==> src/rtl/tdf_pkg.sv <==
package tdf_pkg;
    typedef enum logic [1:0] {
        ST_FAULT   = 2'd0,
        ST_RECOVER = 2'd1,
        ST_OK      = 2'd2
    } tdf_state_e;
endpackage

==> src/rtl/tdf_edge_scan.sv <==
// Finds bit transitions in one character, including the leading boundary,
// and reports how long the trailing run of equal bits is.
module tdf_edge_scan #(
    parameter int CHAR_W = 10,
    parameter int RUN_W  = 7
) (
    input  logic [CHAR_W-1:0] data,
    input  logic              prev_bit,
    input  logic              prev_seen,
    output logic              any_edge,
    output logic [RUN_W-1:0]  tail_run
);
    logic [CHAR_W-1:0] edges;

    assign edges[0] = prev_seen & (data[0] ^ prev_bit);

    genvar gi;
    generate
        for (gi = 1; gi < CHAR_W; gi++) begin : g_edge
            assign edges[gi] = data[gi] ^ data[gi-1];
        end
    endgenerate

    assign any_edge = |edges;

    // The last transition in time decides the trailing run length.
    always_comb begin
        tail_run = '0;
        for (int i = 0; i < CHAR_W; i++) begin
            if (edges[i]) begin
                tail_run = RUN_W'(CHAR_W - i);
            end
        end
    end
endmodule

==> src/rtl/tdf_run_track.sv <==
// Holds the run length in bit times and the last accepted bit.
module tdf_run_track #(
    parameter int CHAR_W  = 10,
    parameter int RUN_W   = 7,
    parameter int RUN_CAP = 61
) (
    input  logic              clk,
    input  logic              rst_n,
    input  logic              char_valid,
    input  logic              last_bit_in,
    input  logic              any_edge,
    input  logic [RUN_W-1:0]  tail_run,
    output logic [RUN_W-1:0]  run_next,
    output logic [RUN_W-1:0]  run_q,
    output logic              prev_bit_q,
    output logic              prev_seen_q
);
    logic [RUN_W:0] sum;

    always_comb begin
        sum = {1'b0, run_q} + (RUN_W+1)'(CHAR_W);
        if (any_edge) begin
            run_next = tail_run;
        end else if (sum > (RUN_W+1)'(RUN_CAP)) begin
            run_next = RUN_W'(RUN_CAP);
        end else begin
            run_next = sum[RUN_W-1:0];
        end
    end

    always_ff @(posedge clk or negedge rst_n) begin
        if (!rst_n) begin
            run_q       <= '0;
            prev_bit_q  <= 1'b0;
            prev_seen_q <= 1'b0;
        end else if (char_valid) begin
            run_q       <= run_next;
            prev_bit_q  <= last_bit_in;
            prev_seen_q <= 1'b1;
        end
    end
endmodule

==> src/rtl/tdf_fsm.sv <==
// Fault / recover / ok machine with an asymmetric hysteresis.
module tdf_fsm
    import tdf_pkg::*;
#(
    parameter int GOOD_CHARS = 3,
    parameter int CNT_W      = 2
) (
    input  logic clk,
    input  logic rst_n,
    input  logic char_valid,
    input  logic good_char,
    input  logic run_over,
    output logic density_ok
);
    tdf_state_e             state_q, state_d;
    logic [CNT_W-1:0]       cnt_q, cnt_d;
    localparam logic [CNT_W-1:0] LAST_CNT = CNT_W'(GOOD_CHARS - 1);

    // State register
    always_ff @(posedge clk or negedge rst_n) begin
        if (!rst_n) begin
            state_q <= ST_FAULT;
            cnt_q   <= '0;
        end else begin
            state_q <= state_d;
            cnt_q   <= cnt_d;
        end
    end

    // Next state
    always_comb begin
        state_d = state_q;
        cnt_d   = cnt_q;
        if (char_valid) begin
            unique case (state_q)
                ST_FAULT: begin
                    if (good_char) begin
                        if (GOOD_CHARS <= 1) begin
                            state_d = ST_OK;          // good_done
                            cnt_d   = '0;
                        end else begin
                            state_d = ST_RECOVER;     // good_first
                            cnt_d   = CNT_W'(1);
                        end
                    end
                end
                ST_RECOVER: begin
                    if (!good_char) begin
                        state_d = ST_FAULT;           // bad_restart
                        cnt_d   = '0;
                    end else if (cnt_q == LAST_CNT) begin
                        state_d = ST_OK;              // good_done
                        cnt_d   = '0;
                    end else begin
                        cnt_d   = cnt_q + CNT_W'(1);  // good_more
                    end
                end
                ST_OK: begin
                    if (run_over) begin
                        state_d = ST_FAULT;           // run_overflow
                        cnt_d   = '0;
                    end
                end
                default: begin
                    state_d = ST_FAULT;
                    cnt_d   = '0;
                end
            endcase
        end
    end

    // Output
    always_comb begin
        density_ok = (state_q == ST_OK);
    end
endmodule

==> src/rtl/tdf_monitor.sv <==
module tdf_monitor #(
    parameter int CHAR_W     = 10,
    parameter int MAX_RUN    = 60,
    parameter int GOOD_CHARS = 3
) (
    input  logic              clk,
    input  logic              rst_n,
    input  logic              char_valid,
    input  logic [CHAR_W-1:0] char_data,
    output logic              density_ok
);
    localparam int RUN_CAP = MAX_RUN + 1;
    localparam int RUN_W   = $clog2(RUN_CAP + CHAR_W + 1);
    localparam int CNT_W   = (GOOD_CHARS < 2) ? 1 : $clog2(GOOD_CHARS);

    logic             any_edge;
    logic [RUN_W-1:0] tail_run;
    logic [RUN_W-1:0] run_next;
    logic [RUN_W-1:0] run_len_q;
    logic             prev_bit_q;
    logic             prev_seen_q;

    tdf_edge_scan #(.CHAR_W(CHAR_W), .RUN_W(RUN_W)) u_scan (
        .data      (char_data),
        .prev_bit  (prev_bit_q),
        .prev_seen (prev_seen_q),
        .any_edge  (any_edge),
        .tail_run  (tail_run)
    );

    tdf_run_track #(.CHAR_W(CHAR_W), .RUN_W(RUN_W), .RUN_CAP(RUN_CAP)) u_run (
        .clk         (clk),
        .rst_n       (rst_n),
        .char_valid  (char_valid),
        .last_bit_in (char_data[CHAR_W-1]),
        .any_edge    (any_edge),
        .tail_run    (tail_run),
        .run_next    (run_next),
        .run_q       (run_len_q),
        .prev_bit_q  (prev_bit_q),
        .prev_seen_q (prev_seen_q)
    );

    tdf_fsm #(.GOOD_CHARS(GOOD_CHARS), .CNT_W(CNT_W)) u_fsm (
        .clk        (clk),
        .rst_n      (rst_n),
        .char_valid (char_valid),
        .good_char  (any_edge),
        .run_over   (run_next > RUN_W'(MAX_RUN)),
        .density_ok (density_ok)
    );
endmodule

==> config.mk <==
export PLATFORM = sky130hd
export DESIGN_NAME = tdf_monitor
export DESIGN_NICKNAME = d
export VERILOG_FILES = /design/src/rtl/tdf_pkg.sv /design/src/rtl/tdf_edge_scan.sv /design/src/rtl/tdf_run_track.sv /design/src/rtl/tdf_fsm.sv /design/src/rtl/tdf_monitor.sv
export SDC_FILE = /design/constraint.sdc
export NUM_CORES = 1
export LEC_CHECK = 0
export ABC_AREA = 1
export BUFFER_PORTS_ARGS = -buffer_cell sky130_fd_sc_hd__buf_2
export CORE_ASPECT_RATIO = 1.5
export CORE_MARGIN = 10
export CORE_UTILIZATION = 50
export DETAILED_ROUTE_END_ITERATION = 16
export PLACE_DENSITY = 0.73
export SLEW_MARGIN = 20
export SYNTH_ARGS = -nofsm -noshare
export SYNTH_HDL_FRONTEND = slang
export SYNTH_SLANG_ARGS = --single-unit
==> constraint.sdc <==
create_clock -name clk -period 1.7 [get_ports clk]
set_input_delay 0.255 -clock clk [delete_from_list [all_inputs] [get_ports clk]]
set_output_delay 0.255 -clock clk [all_outputs]
set_load 0.05 [all_outputs]
==> results of run 1 <==
==> layout make-up <==
class / instances / area share [%]
well taps: 22 / 2.08
clock buffers: 4 / 1.98
repair buffers: 26 / 12.7
multi-input cells: 119 / 51.2
inverters: 26 / 7.37
flip-flops and latches: 13 / 24.6
==> layer usage <==
metal,up-vias,track usage (%),share of wire (%),routed length (um)
met5,-,0,0,0
met4,0,10.1,5.5,130
met3,13,2.17,5.1,119
met2,26,20.0,52,1220
met1,471,9.89,37,874
li1,542,-,-,-
==> power by group <==
group / leakage (uW) / internal [uW] / switching [uW]
logic: 0.000531 / 181 / 266
registers: 0.000164 / 363 / 55.9
clock network: 0.0000150 / 91.2 / 104
total: 0.000710 / 636 / 426
==> what timing repair did <==
action,CTS,global route
buffers inserted,1,1
hold buffers,1,0
hold endpoints to repair,13,0
setup endpoints to repair,4,8
gates resized for setup,4,6
pin swaps,7,11
==> through the flow <==
stage,cells,setup TNS (ns),hold slack (ns)
2_1_floorplan,158,-0.0148,-0.0406
3_3_place_gp,203,-0.633,0.151
3_5_place_dp,203,-0.692,0.162
4_1_cts,209,-0.606,0.233
5_1_grt,210,-1.44,0.256
6_report,210,-0.498,0.236
==> final timing paths <==
kind	start	endpoint	slack, ns	cells past startpoint
min reg2reg	u_run.prev_seen_q	u_run.prev_seen_q	0.48	1
max reg2reg	u_run.run_q[1]	u_fsm.state_q[1]	-0.12	15
max	u_run.run_q[1]	u_fsm.state_q[1]	-0.12	15
max in group asynchronous	rst_n	u_run.run_q[1]	1.07	2
min	char_valid	u_run.run_q[6]	0.24	2
min in group asynchronous	rst_n	u_fsm.cnt_q[0]	0.38	2
==> kinds of logic after synthesis <==
family                   Yosys count  share of synthesized area (%)
adder cells (fa/ha/maj)            1                           1.18
XOR/XNOR                           8                           7.30
buffers and inverters             26                           9.19
AND/OR/NAND/NOR                   93                           42.6
flip-flops                        13                           30.6
AO/OA/AOI/OAI                     17                           9.07
==> layout by cell type (no fill, tap or decap), types with 4 or more instances in the layout <==
master / instances
nand2_1: 54
nand2_2: 7
o21ai_0: 5
nand3_1: 4
dfrtp_1: 12
nor2_2: 4
buf_4: 11
xnor2_1: 5
nor2_4: 4
buf_2: 13
a21oi_1: 4
nor2_1: 9
inv_1: 22
==> state kept, by name (all words and copies together) (netlist names) <==
| register | flops |
|---|---|
| u_fsm.state_q | 2 |
| u_run.run_q | 7 |
| u_fsm.cnt_q | 2 |
| u_run.prev_seen_q | 1 |
| u_run.prev_bit_q | 1 |
==> worst max-delay path, delay by kind of cell, from the launching register on <==
family | cells | cell delay (ns)
AO/OA/AOI/OAI | 1 | 0.13
AND/OR/NAND/NOR | 13 | 0.99
adder cells (fa/ha/maj) | 1 | 0.18
flip-flops | 1 | 0.45
==> impl_metrics.ini, run 1 <==
[synth]
synth_cells = 158
synthTopCellsByCount = 54 x nand2_1, 23 x inv_1, 13 x dfrtp_1
synthTopCellsByArea = dfrtp_1 31%, nand2_1 19%, inv_1 8.1%, xnor2_1 4.9%, nor2_4 4.2%
synth.most_common_cell = nand2_1
ys_ff_latch = 13
async_reset_ff_share_pct = 100
seq_area_frac_synth_pct = 30.6
synth.largest_area_cell = dfrtp_1
synth_edf_count = 0
synth_cell_types = 26
yosys_warnings = 0
synth.net_count = 172
avgSynthCellArea_um2 = 6.72
syn-cell-area_um2 = 1060
synth_top_area_share_pct = 30.6
synth_ff_type = dfrtp_1

[critical_path]
critPathKind = flop to flop
cpMaxStageDelayCell = dfrtp_2
start_kind = flop
slowest_delay_ns = 0.45
cp-end-kind = flop
cp_data_arrival_time_ns = 2.05
crit_chain = ha_4 -> o21ai_2 -> and2_1 -> nand2_2 -> nand2_2 -> nand2_1 -> nor2_1 -> nor2_2 -> nand2_1 -> nor2_2 -> nand2_2 -> nand2_4 -> nand2_4 -> nand2_1 -> nand2_1
cpMostUsedCell = nand2_1
cp_max_fo = 5
crit_required_ns = 1.93

[grt]
grt_max_degree = 14
antenna_found_initial = 0
grt_pass1_vias = 1077
grt_overflow = 0
track_usage_pct = 11.2
grt_pass1_wl_um = 4110

[timing]
maxSlewViolCount = 0
finClkSkew_ns = 0.00781
slew_headroom_pct = 79.9
setup_violations = 5
hold_viol_final = 0
rsz0062_at_grt = yes
min_period_over_period_pct = 107
tightestPinTransition_ns = 0.302
fmax_ghz = 0.550
finalCriticalPeriod_ns = 1.82
setup_slack_ns = -0.119

[cells_and_area]
ff_latch_area_um2 = 327
synthToLayoutAreaGrowth_pct = 24.7
final_area_um2 = 1330
final_util_pct = 65.4
fill_cells = 193
diodes = 0
fin_nets = 203
multi_input_area_um2 = 678
final_layout_size_suffix_gt1_share_pct = 31.4

[cts]
clockRootBuffer = clkbuf_4
clkTransAtPathRegs_ns = 0.08
clock_latency_ns = 0.28
clock_tree.buffer_depth = 2
cts_buffers = 3
cts_sinks = 13
cts_tree = yes
ctsHtreeMaxLevel = 1

[floorplan]
ios = 14
row_count = 20
fp.dieArea_um2 = 4410
core_um2 = 2030
die_w_um = 57.6
chipHeight_um = 76.5
start_util_pct = 52.4

[job]
timing.max_cap.violations = 0

[routing]
drtAntennaViolNets = 0
num_vias = 1052
wl_per_cell_um = 11.2
drtIter0Drc = 16
dr.pass1.iters = 4
drc = 0
drt_wl_total_um = 2340
routed_via_density = 5.01

[status]
violations = negative setup slack
outcome = complete, but fails checks

[placed_design]
dp_hpwl_um = 1940
portBuffers = 13
place.gp.congestion = 0.867
place_ws_ns = -0.196
place_area_um2 = 1240

[power]
p_leak_uw = 0.000710
design_power_total_uw = 1060
powerDensity_nw_per_um2 = 801
vdd_drop_max_mv = 0.646

[min_path]
hold_class = primary input to flop
Power figures use the tool's default switching activity.
==> run 2, diff against run 1 <==
REMOVE_ABC_BUFFERS = 1   (was default)
SKIP_CTS_REPAIR_TIMING = 1   (was default)
==> impl_metrics.ini, run 2 (synthesized netlist as in run 1, its figures left out) <==
[status]
outcome = complete, but fails checks
violations = negative setup slack

[cells_and_area]
fin_nets = 207
layout_common_cells = 46 x nand2_1, 22 x inv_1, 15 x buf_4, 13 x buf_2, 13 x dfrtp_1
final_layout_size_suffix_gt1_share_pct = 37.0
reg_top3 = u_run.run_q: 7 flops, u_fsm.cnt_q: 2 flops, u_fsm.state_q: 2 flops
regMostFlops = u_run.run_q
final_util_pct = 69.3
diodes = 0
final_common_cell = nand2_1
synthToLayoutAreaGrowth_pct = 32.2
largest_register_ff_count = 7
fill_cells = 169

[floorplan]
chipHeight_um = 76.5
start_util_pct = 52.4
fp.dieArea_um2 = 4410
ios = 14
core_um2 = 2030
die_w_um = 57.6
row_count = 20

[routing]
num_vias = 1079
drc = 0
wl_met3_um = 120
drtIter0Drc = 23
met1Wirelength_um = 1000
drt_wl_total_um = 2630
drtAntennaViolNets = 0
wl_per_cell_um = 12.3
routed_via_density = 5.04
top_layer_used = met4
wl_met2_um = 1440
dr.pass1.iters = 4

[min_path]
hold_class = primary input to flop
hold_start = char_data[9]
hold_depth = 3
holdPathEnd = u_run.prev_bit_q

[grt]
track_usage_pct = 11.3
grt_pass1_vias = 1093
grt_max_degree = 14
grt_overflow = 0
antenna_found_initial = 0
grt_pass1_wl_um = 4170

[critical_path]
critPathKind = flop to flop
crit_required_ns = 1.88
r2r_cells = 15
r2r-start = u_run.run_q[1]
cp_data_arrival_time_ns = 2.16
start_kind = flop
r2r_end = u_fsm.state_q[0]
r2r_slack_ns = -0.28
cp-end-kind = flop
cp_max_fo = 5

[power]
powerDensity_nw_per_um2 = 780
vdd_drop_max_mv = 0.527
p_leak_uw = 0.000762
pwr-share-seq_pct = 38.1
switching_share_pct = 41.2
power_frac_comb_pct = 43.8
design_power_total_uw = 1090
p_int_uw = 643
clkPwrFrac_pct = 18.1
power.switching_uw = 452

[timing]
tightestPinTransition_ns = 0.328
slew_headroom_pct = 78.0
maxSlewViolCount = 0
rsz0062_at_grt = yes
hold_viol_final = 0
fmax_ghz = 0.505
holdWs_ns = 0.244
min_period_over_period_pct = 116
setup_violations = 7
finalCriticalPeriod_ns = 1.98
finClkSkew_ns = 0.00388
setup_slack_ns = -0.280

[cts]
clock_latency_ns = 0.28
clock_tree.buffer_depth = 2
cts_tree = yes
cts_buffers = 3
clockRootBuffer = clkbuf_4
clkTransAtPathRegs_ns = 0.08
ctsHtreeMaxLevel = 1
cts_sinks = 13

[placed_design]
dp_hpwl_um = 1890
portBuffers = 13
place.gp.congestion = 0.866

[job]
timing.max_cap.violations = 0
[run 2: cell count changes in the layout (fill, tap and decap cells not counted), moves of 2 or more]
cell | before | now
buf_4 | 11 | 15
nand2_1 | 54 | 46
nand2_2 | 7 | 12
nand2_4 | 3 | 6
nor2_2 | 4 | 2
o21ai_1 | 3 | 1
[run 2: stage by stage]
step,area (um2),setup TNS [ns],std cells,setup slack (ns)
final,1400,-1.12,214,-0.280
after global routing,1400,-2.21,214,-0.444
after CTS,1280,-0.719,210,-0.187
after detailed placement,1250,-0.639,206,-0.166
after global placement,1250,-0.524,206,-0.134
after floorplan,1060,-0.316,158,-0.0825
[run 2: layer usage]
layer / track usage, % / vias to the layer above
li1: - / 554
met1: 10.6 / 496
met2: 20.6 / 22
met3: 3.00 / 7
met4: 6.37 / 0
met5: 0 / -
[run 2: worst max-delay path, cell delays in order (launching register included)]
cell,delay (ns)
dfrtp_1,0.42
ha_4,0.19
xnor2_1,0.29
nand2_1,0.13
nor2_1,0.13
nand2_1,0.07
nand2_2,0.06
nor2_1,0.04
nand2_1,0.05
nand2_1,0.05
nand2_1,0.07
nand2_2,0.06
nand2_4,0.09
nand3_2,0.07
nand2_2,0.08
nand2_2,0.05
[run 2: power by group through the flow]
stage	logic, uW	registers (uW)	clock network, uW
4_1_cts	412	409	204
3_5_place_dp	408	415	0
5_1_grt	536	424	213
3_3_place_gp	397	412	0
2_1_floorplan	298	408	0
6_report	480	417	198
[run 2: worst max path at each step]
stage                        start          endpoint  slack, ns  depth (start not counted)
finish              u_run.run_q[1]  u_fsm.state_q[0]      -0.28                         15
global route        u_run.run_q[1]  u_fsm.state_q[0]      -0.44                         15
CTS                 u_run.run_q[1]  u_fsm.state_q[0]      -0.19                         17
detailed placement  u_run.run_q[1]  u_fsm.state_q[0]      -0.17                         17
global placement    u_run.run_q[1]    u_fsm.cnt_q[0]      -0.13                         12
floorplan           u_run.run_q[1]    u_fsm.cnt_q[1]      -0.08                         12
[run 2: layout make-up]
type                    instances  area [um2]  area share [%]
multi-input cells             119         726            51.7
flip-flops and latches         13         325            23.2
well taps                      22        27.5            1.96
inverters                      26         100            7.13
repair buffers                 30         199            14.2
clock buffers                   4        26.3            1.87
==> run 3, diff against run 2 <==
CORE_UTILIZATION = 51   (was 50)
PLACE_DENSITY = 0.75   (was 0.73)
==> impl_metrics.ini, run 3 (synthesized netlist as in run 1, its figures left out) <==
[floorplan]
ios = 14
die_w_um = 57.3
fp.dieArea_um2 = 4350
core_um2 = 2000
start_util_pct = 53.1
chipHeight_um = 75.9
row_count = 20

[routing]
drtIter0Drc = 24
drc = 0
num_vias = 1121
drtAntennaViolNets = 0
wl_per_cell_um = 13.0
drt_wl_total_um = 2810
routed_via_density = 5.19
dr.pass1.iters = 4

[cells_and_area]
ff_latch_area_um2 = 327
diodes = 0
reg_top3 = u_run.run_q: 7 flops, u_fsm.cnt_q: 2 flops, u_fsm.state_q: 2 flops
synthToLayoutAreaGrowth_pct = 33.9
layout_common_cells = 45 x nand2_1, 22 x inv_1, 17 x buf_4, 13 x nand2_2, 13 x buf_2
multi_input_area_um2 = 729
final_area_um2 = 1420
fin_nets = 209
largest_register_ff_count = 7
final_layout_size_suffix_gt1_share_pct = 39.2
regMostFlops = u_run.run_q
final_common_cell = nand2_1
fill_cells = 164
final_cell_count_no_fill = 216

[cts]
clockRootBuffer = clkbuf_4
ctsHtreeMaxLevel = 1
cts_buffers = 3
cts_sinks = 13
clock_tree.buffer_depth = 2
clkTransAtPathRegs_ns = 0.09
cts_tree = yes
clock_latency_ns = 0.29

[timing]
finalCriticalPeriod_ns = 1.97
tightestPinTransition_ns = 0.316
hold_viol_final = 0
setup_slack_ns = -0.272
min_period_over_period_pct = 116
slew_headroom_pct = 78.9
maxSlewViolCount = 0
fmax_ghz = 0.507
finClkSkew_ns = 0.00628
setup_violations = 5
rsz0062_at_grt = yes

[critical_path]
cp-end-kind = flop
start_kind = flop
slowest_delay_ns = 0.43
cp_max_fo = 5
cpMaxStageDelayCell = dfrtp_1
critPathKind = flop to flop
crit_required_ns = 1.93
cp_data_arrival_time_ns = 2.20
crit_chain = ha_4 -> o21ai_4 -> and2_1 -> nand2_4 -> nand2_4 -> nand2_1 -> nor2_1 -> nor2_2 -> nand2_1 -> nor2_2 -> nand2_2 -> nand2_4 -> nand2_4 -> nand2_1 -> nand2_1
path_buf_inv = 0
cp_top_family = simple AND/OR/NAND/NOR gates

[placed_design]
place.gp.congestion = 0.802
dp_cells = 209
portBuffers = 13
place_ws_ns = -0.247
dp_hpwl_um = 2110
place_area_um2 = 1270

[power]
design_power_total_uw = 1120
p_leak_uw = 0.000765
powerDensity_nw_per_um2 = 789
vdd_drop_max_mv = 0.708

[grt]
grt_pass1_wl_um = 4600
grt_max_degree = 14
antenna_found_initial = 0
grt_pass1_vias = 1194
track_usage_pct = 13.0
grt_overflow = 0

[status]
violations = negative setup slack
outcome = complete, but fails checks

[job]
timing.max_cap.violations = 0

[min_path]
hold_class = primary input to flop
[run 3: cell count changes in the layout (fill, tap and decap cells not counted), sizes merged]
cell / previous run / this run
buf: 29 / 31
clkbuf: 4 / 3
clkinv: 1 / 2
[run 3: power by group]
| part | leakage, uW | switching, uW | total, uW | internal (uW) |
|---|---|---|---|---|
| Sequential | 0.000164 | 58.6 | 421 | 363 |
| Clock | 0.0000177 | 119 | 207 | 87.6 |
| Combinational | 0.000583 | 292 | 494 | 202 |
[run 3: final cells by class]
| cell class | instances | area share [%] |
|---|---|---|
| sequential | 13 | 23.0 |
| inverter | 26 | 6.86 |
| multi-input combinational | 119 | 51.3 |
| clock buffer | 3 | 1.58 |
| timing repair buffer | 32 | 15.0 |
| clock inverter | 1 | 0.352 |
| tap | 22 | 1.93 |
[run 3: worst register-to-register path, cell delays in order, from the launching register on]
cell and delay, ns:
dfrtp_1 0.43, ha_4 0.20, o21ai_4 0.17, and2_1 0.19, nand2_4 0.07, nand2_4 0.09, nand2_1 0.07, nor2_1 0.14
nor2_2 0.07, nand2_1 0.07, nor2_2 0.05, nand2_2 0.07, nand2_4 0.07, nand2_4 0.11, nand2_1 0.05, nand2_1 0.05
[run 3: worst paths after layout]
| path | slack [ns] | endpoint | cells past startpoint | start |
|---|---|---|---|---|
| max in group asynchronous | 1.07 | u_run.run_q[3] | 2 | rst_n |
| setup / recovery | -0.27 | u_fsm.cnt_q[0] | 15 | u_run.run_q[1] |
| hold / removal | 0.22 | u_run.run_q[6] | 2 | char_valid |
| min in group asynchronous | 0.37 | u_run.run_q[4] | 2 | rst_n |
| setup reg to reg | -0.27 | u_fsm.cnt_q[0] | 15 | u_run.run_q[1] |
| hold reg to reg | 0.50 | u_run.prev_seen_q | 1 | u_run.prev_seen_q |
[run 3: layer usage]
layer | routed length, um | vias up | part of all wire, % | global-route usage [%]
li1 | - | 560 | - | -
met5 | 0 | - | 0 | 0
met4 | 85 | 0 | 3.0 | 9.16
met2 | 1630 | 22 | 58 | 26.4
met3 | 112 | 10 | 4.0 | 3.33
met1 | 986 | 529 | 35 | 10.3
[run 3: metrics by stage]
stage	hold slack (ns)	TNS (ns)	util, %
floorplan	-0.0406	-0.316	-
global placement	0.154	-0.604	63.7
detailed placement	0.160	-0.970	63.7
CTS	-0.151	-1.08	65.1
global route	0.243	-1.82	71.1
finish	0.221	-1.27	71.1
